[src/rtl/sps_pkg.sv]
// Shared constants and types for the phase-shift gate generator.
// Assumes exactly two bridges with two legs each.
package sps_pkg;
    localparam int unsigned NUM_LEGS = 4;
    localparam int unsigned GATE_W   = 2 * NUM_LEGS;

    // Leg index order; the gate bit mapping depends on it.
    typedef enum logic [1:0] {
        LEG_PRI_A = 2'd0,
        LEG_PRI_B = 2'd1,
        LEG_SEC_A = 2'd2,
        LEG_SEC_B = 2'd3
    } leg_e;

    // One complementary switch pair.
    typedef struct packed {
        logic hi;
        logic lo;
    } gate_pair_t;
endpackage

[src/rtl/sps_carrier.sv]
// Carrier counter and period-start sampler.
// Counts 0..len-1, and at each period start latches the period and the
// clamped phase shift in cycles. Assumes period_i is even and >= 4.
module sps_carrier #(
    parameter int CNT_W   = 16,
    parameter int RATIO_W = 16
) (
    input  logic                      clk,
    input  logic                      rst_n,
    input  logic                      enable,
    input  logic [CNT_W-1:0]          period_i,
    input  logic signed [RATIO_W-1:0] ratio_i,
    output logic                      run_o,
    output logic [CNT_W-1:0]          cnt_o,
    output logic [CNT_W-1:0]          len_o,
    output logic signed [CNT_W:0]     shift_o
);
    localparam int SH_W   = CNT_W + 1;
    localparam int PROD_W = RATIO_W + CNT_W + 1;
    localparam logic signed [RATIO_W-1:0] R_POS = {2'b01, {(RATIO_W-2){1'b0}}};
    localparam logic signed [RATIO_W-1:0] R_NEG = {2'b11, {(RATIO_W-2){1'b0}}};

    logic                      run_q;
    logic [CNT_W-1:0]          cnt_q;
    logic [CNT_W-1:0]          len_q;
    logic signed [SH_W-1:0]    shift_q;
    logic signed [RATIO_W-1:0] ratio_c;
    logic signed [PROD_W-1:0]  prod;
    logic signed [SH_W-1:0]    shift_d;

    // Clamp the ratio to +/-0.5 and scale it by the period.
    always_comb begin
        if (ratio_i > R_POS)
            ratio_c = R_POS;
        else if (ratio_i < R_NEG)
            ratio_c = R_NEG;
        else
            ratio_c = ratio_i;
        prod    = ratio_c * $signed({1'b0, period_i});
        shift_d = SH_W'(prod >>> RATIO_W);
    end

    // Restart when idle, load at period start, otherwise count.
    always_ff @(posedge clk) begin
        if (!rst_n || !enable) begin
            run_q   <= 1'b0;
            cnt_q   <= '0;
            len_q   <= '0;
            shift_q <= '0;
        end else if (!run_q || cnt_q == len_q - 1'b1) begin
            run_q   <= 1'b1;
            cnt_q   <= '0;
            len_q   <= period_i;
            shift_q <= shift_d;
        end else begin
            cnt_q <= cnt_q + 1'b1;
        end
    end

    assign run_o   = run_q;
    assign cnt_o   = cnt_q;
    assign len_o   = len_q;
    assign shift_o = shift_q;
endmodule

[src/rtl/sps_phase.sv]
// Leg reference generator.
// Primary legs follow the carrier. Secondary legs follow the carrier
// displaced by the signed shift, wrapped into 0..len-1. All references
// are low while the carrier is not running.
module sps_phase import sps_pkg::*; #(
    parameter int CNT_W = 16
) (
    input  logic                  run_i,
    input  logic [CNT_W-1:0]      cnt_i,
    input  logic [CNT_W-1:0]      len_i,
    input  logic signed [CNT_W:0] shift_i,
    output logic [NUM_LEGS-1:0]   ref_o
);
    localparam int SC_W = CNT_W + 2;

    logic [CNT_W-1:0]       half;
    logic signed [SC_W-1:0] len_s;
    logic signed [SC_W-1:0] half_s;
    logic signed [SC_W-1:0] sc;
    logic                   pri;
    logic                   sec;

    // Wrap the displaced count and compare both counts with the half period.
    always_comb begin
        half   = len_i >> 1;
        len_s  = $signed({2'b00, len_i});
        half_s = $signed({2'b00, half});
        sc     = $signed({2'b00, cnt_i}) - SC_W'(shift_i);
        if (sc < 0)
            sc = sc + len_s;
        else if (sc >= len_s)
            sc = sc - len_s;
        pri = cnt_i < half;
        sec = sc < half_s;
        ref_o            = '0;
        ref_o[LEG_PRI_A] = run_i & pri;
        ref_o[LEG_PRI_B] = run_i & ~pri;
        ref_o[LEG_SEC_A] = run_i & sec;
        ref_o[LEG_SEC_B] = run_i & ~sec;
    end
endmodule

[src/rtl/sps_deadband.sv]
// Dead-time unit for one complementary pair.
// Registers the leg reference and counts the cycles since its last change.
// A switch turns on only after the count reaches the dead time.
// Assumes the dead time is shorter than a half period.
module sps_deadband import sps_pkg::*; #(
    parameter int DT_W = 8
) (
    input  logic            clk,
    input  logic            rst_n,
    input  logic            enable,
    input  logic            ref_i,
    input  logic [DT_W-1:0] dt_i,
    output gate_pair_t      pair_o
);
    logic            lvl_q;
    logic [DT_W-1:0] age_q;
    logic            settled;

    // Track the reference level and the cycles since it last changed.
    always_ff @(posedge clk) begin
        if (!rst_n || !enable) begin
            lvl_q <= 1'b0;
            age_q <= '0;
        end else if (ref_i != lvl_q) begin
            lvl_q <= ref_i;
            age_q <= '0;
        end else if (age_q < dt_i) begin
            age_q <= age_q + 1'b1;
        end
    end

    // Drive one side once the dead time has passed, never while idle.
    always_comb begin
        settled   = age_q >= dt_i;
        pair_o.hi = rst_n & enable & lvl_q & settled;
        pair_o.lo = rst_n & enable & ~lvl_q & settled;
    end
endmodule

[src/rtl/sps_gate_gen.sv]
// Single phase-shift gate generator for two full bridges.
// Shares one carrier between both bridges and feeds four leg references
// through per-pair dead-time units. Gate bit 2k is the high side and bit
// 2k+1 the low side of leg k.
module sps_gate_gen import sps_pkg::*; #(
    parameter int CNT_W   = 16,
    parameter int RATIO_W = 16,
    parameter int DT_W    = 8
) (
    input  logic                      clk,
    input  logic                      rst_n,
    input  logic                      enable,
    input  logic [CNT_W-1:0]          period_i,
    input  logic [DT_W-1:0]           deadtime_i,
    input  logic signed [RATIO_W-1:0] ratio_i,
    output logic [GATE_W-1:0]         gate_o
);
    localparam int SH_W = CNT_W + 1;

    logic                   run_w;
    logic [CNT_W-1:0]       cnt_w;
    logic [CNT_W-1:0]       len_w;
    logic signed [SH_W-1:0] shift_w;
    logic [NUM_LEGS-1:0]    ref_w;
    gate_pair_t             pair_w [NUM_LEGS];

    sps_carrier #(.CNT_W(CNT_W), .RATIO_W(RATIO_W)) u_carrier (
        .clk      (clk),
        .rst_n    (rst_n),
        .enable   (enable),
        .period_i (period_i),
        .ratio_i  (ratio_i),
        .run_o    (run_w),
        .cnt_o    (cnt_w),
        .len_o    (len_w),
        .shift_o  (shift_w)
    );

    sps_phase #(.CNT_W(CNT_W)) u_phase (
        .run_i   (run_w),
        .cnt_i   (cnt_w),
        .len_i   (len_w),
        .shift_i (shift_w),
        .ref_o   (ref_w)
    );

    for (genvar g = 0; g < NUM_LEGS; g++) begin : g_leg
        sps_deadband #(.DT_W(DT_W)) u_db (
            .clk    (clk),
            .rst_n  (rst_n),
            .enable (enable),
            .ref_i  (ref_w[g]),
            .dt_i   (deadtime_i),
            .pair_o (pair_w[g])
        );
        assign gate_o[2*g]   = pair_w[g].hi;
        assign gate_o[2*g+1] = pair_w[g].lo;
    end
endmodule

[config.mk]
export PLATFORM = sky130hd
export DESIGN_NAME = sps_gate_gen
export DESIGN_NICKNAME = d
export VERILOG_FILES = /design/src/rtl/sps_pkg.sv /design/src/rtl/sps_carrier.sv /design/src/rtl/sps_phase.sv /design/src/rtl/sps_deadband.sv /design/src/rtl/sps_gate_gen.sv
export SDC_FILE = /design/constraint.sdc
export NUM_CORES = 1
export LEC_CHECK = 0
export BUFFER_PORTS_ARGS = -buffer_cell sky130_fd_sc_hd__buf_2
export CORE_MARGIN = 1.5
export CORE_UTILIZATION = 67
export CTS_CLUSTER_SIZE = 10
export DETAILED_ROUTE_END_ITERATION = 10
export PLACE_DENSITY = 0.95
export SLEW_MARGIN = 20
export SYNTH_ARGS = -nofsm -noshare
export SYNTH_HDL_FRONTEND = slang
export SYNTH_HIERARCHICAL = 1
export SYNTH_SLANG_ARGS = --single-unit
[constraint.sdc]
create_clock -name clk -period 13.09 [get_ports clk]
set_clock_uncertainty 0.1 [all_clocks]
set_input_delay 1.309 -clock clk [delete_from_list [all_inputs] [get_ports clk]]
set_output_delay 1.309 -clock clk [all_outputs]
set_load 0.05 [all_outputs]
==> metrics.txt <==
Hold Fails Final Rpt 0; Starting DRT DRC Count 1952; setup TNS 0 ns; Sequential Area 0.00172 mm²; Post-synth EDFFs 0; startpoint types input port; Post-DP HPWL 34400 µm; post-synthesis cell type count 83; CTS max path bufs 2; GR Overflow Total 0; initial antenna violation count 0; global-route wire length before repair 74100 µm; most frequent CP cell fa_1; Rows 57; post_cts resized 0; Util after Layout 0.718; DR WL/cell 19.3 µm; P_leak 8.72 nW; die height 162 µm; Worst Path Required 13.20 ns; Tcrit/Tclk final 0.718; P per Cell Area 185 mW/mm²; Final setup viols 0; asr flop ratio synth 0; worst slew pin tran 0.952 ns; HP Class flip-flop to flip-flop; most frequent cells in the layout inv_1 (324), ha_1 (233), nand2_1 (202); syn_nets 2518; worst vdd ir 0.173 mV; max incr delay on CP 0.74 ns; clock latency at the later pin of the worst-skew pair 0.37 ns; Slew Limit Fails 0; number of I/O pins 51; H-tree depth 3; CTS Buf Count 9; area occupied by multi-input gates 0.0136 mm²; Critical Path Sink Type flip-flop; CTS Sinks 86; crit path DAT 9.51 ns; Synth Instances 2046; status complete, but fails checks; CTS tree built; max-cap violations 0; final wirelength 45600 µm; fill count 1618; port buffer count 50; die area 0.0262 mm²; worst-path fanout max 16; ANT cells 0; critical setup path kind input port to flip-flop; Area Growth Syn to Fin 4.13%; Tmin final 9.40 ns; CP Buf/Inv Count 4; via count 15400; Slowest-stage cell, CP nor2b_2; total track usage 0.351; vias in the first global route 15600; Synthesis Warnings 6; hold buffer count at cts 0; ys flop type dfxtp_1; Post-Syn Area 0.0169 mm²; Worst path top cell family by delay adder cells; number of routed nets with antenna violations 0; # Post-CTS Setup Buffers 0; die width 162 µm; share of layout cells above drive strength 1 0.0577; Critical Path, Cell by Cell buf_2 -> nor4_1 -> a41oi_1 -> nor2b_2 -> nand2_1 -> fa_1 -> inv_1 -> fa_1 -> fa_1 -> fa_1 -> fa_1 -> inv_1 -> fa_1 -> inv_1 -> ha_1 -> nand3_1 -> nor4_1 -> a21oi_1 -> o21ai_0 -> a21oi_1 -> nor4b_1 -> o32ai_2; Worst-path clk slew 0.08 ns; Setup WS pre-CTS 3.36 ns; gp weighted congestion 0.942; Slew headroom 0.357; sequential-to-total area share from yosys stat 0.102; commonest non-fill, non-tap cell in the layout inv_1; Root Buffer clkbuf_16; First-pass DRT Iterations 11; Worst Slack Setup Final 3.69 ns; violated checks design-rule violations; FF+latch count, synth 86; Mean Syn Cell Area 8.27 µm²; Max Freq 106 MHz; largest net degree at the start of global routing 46; DRC Markers 1; core region area 0.0245 mm²; Vias/cell 6.48; Initial Util 0.690; total power 3.26 mW; final-stage net count 2513; final hold slack 0.383 ns; RSZ-0062 raised after global routing no
-- worst reg2reg max path, delay by kind of cell, from the launching register on --
family,cells,cell delay (ns)
buffers and inverters,1,0.22
AND/OR/NAND/NOR,8,1.66
XOR/XNOR,2,0.45
flip-flops,1,0.59
AO/OA/AOI/OAI,18,4.87
adder cells (fa/ha/maj),3,1.06
-- layout make-up --
class / instances / area share
multi-input cells: 1560 / 0.775
repair buffers: 58 / 0.0176
well taps: 324 / 0.0230
clock buffers: 9 / 0.0128
clock inverters: 7 / 0.00462
flip-flops and latches: 86 / 0.0977
inverters: 326 / 0.0695
-- cells by family after synthesis --
group                    synth area share
flip-flops                          0.102
AO/OA/AOI/OAI                       0.141
AND/OR/NAND/NOR                     0.210
buffers and inverters              0.0924
adder cells (fa/ha/maj)             0.404
multiplexers                       0.0173
XOR/XNOR                           0.0331
-- worst paths after layout --
check | slack [ns] | cells past startpoint | startpoint | end
setup reg to reg | 4.09 | 32 | u_carrier/cnt_o[2] | g_leg[3].u_db/age_q[2]
setup / recovery | 3.69 | 22 | ratio_i[11] | u_carrier/shift_o[15]
hold reg to reg | 0.38 | 2 | u_carrier/shift_o[8] | u_carrier/shift_o[8]
hold / removal | 0.38 | 2 | u_carrier/shift_o[8] | u_carrier/shift_o[8]
-- cells in the mapped netlist (all sizes together), types with 5 or more instances --
| cell | instances | area, µm² |
|---|---|---|
| inv | 325 | 1220 |
| ha | 233 | 2920 |
| nand2 | 203 | 764 |
| fa | 196 | 3920 |
| nor2 | 125 | 469 |
| a21oi | 99 | 526 |
| dfxtp | 86 | 1720 |
| and2 | 84 | 526 |
| and3 | 59 | 374 |
| o21ai | 58 | 309 |
| clkbuf | 55 | 206 |
| nand3 | 44 | 220 |
| xnor2 | 42 | 368 |
| nand4 | 36 | 225 |
| o211ai | 28 | 235 |
| mux2i | 27 | 270 |
| nor3 | 25 | 153 |
| a21o | 23 | 173 |
| nor2b | 23 | 144 |
| or4 | 22 | 173 |
| xor2 | 22 | 193 |
| nand2b | 21 | 131 |
| buf | 19 | 133 |
| o21bai | 17 | 128 |
| o31ai | 15 | 113 |
| o21a | 14 | 105 |
| nor4 | 12 | 75.1 |
| or3 | 11 | 73.8 |
| a211oi | 10 | 80.1 |
| and4 | 9 | 83.8 |
| o22ai | 9 | 56.3 |
| a221o | 8 | 80.1 |
| a31oi | 8 | 50.1 |
| a221oi | 7 | 78.8 |
| a22oi | 6 | 45.0 |
| a22o | 5 | 43.8 |
| nand3b | 5 | 37.5 |
| or2 | 5 | 31.3 |
-- power breakdown --
part	total (mW)	internal, mW	switching [mW]	leakage (nW)
sequential	0.299	0.281	0.0172	0.698
clock	0.269	0.150	0.118	0.147
combinational	2.70	1.07	1.63	7.88
total	3.26	1.50	1.76	8.72
-- flip-flops by register name, summed over array words and instances (netlist names) --
| register | count |
|---|---|
| g_leg.u_db/age_q | 32 |
| u_carrier/shift_o | 17 |
| u_carrier/cnt_o | 16 |
| u_carrier/len_o | 16 |
| g_leg.u_db/lvl_q | 4 |
| u_carrier/run_o | 1 |
-- per-layer routing --
layer | wire [µm] | up-vias | GRT usage
li1 | - | 6861 | -
met1 | 16900 | 7369 | 0.413
met2 | 22500 | 895 | 0.609
met3 | 4100 | 232 | 0.0718
met4 | 2160 | 0 | 0.173
met5 | 0 | - | 0
-- stage by stage --
step                instance area, µm²  cells
finish                           17600   2370
global route                     17600   2370
CTS                              17600   2370
detailed placement               17300   2354
global placement                 17300   2354
floorplan                        16900   2046
Power figures use the tool's default switching activity.
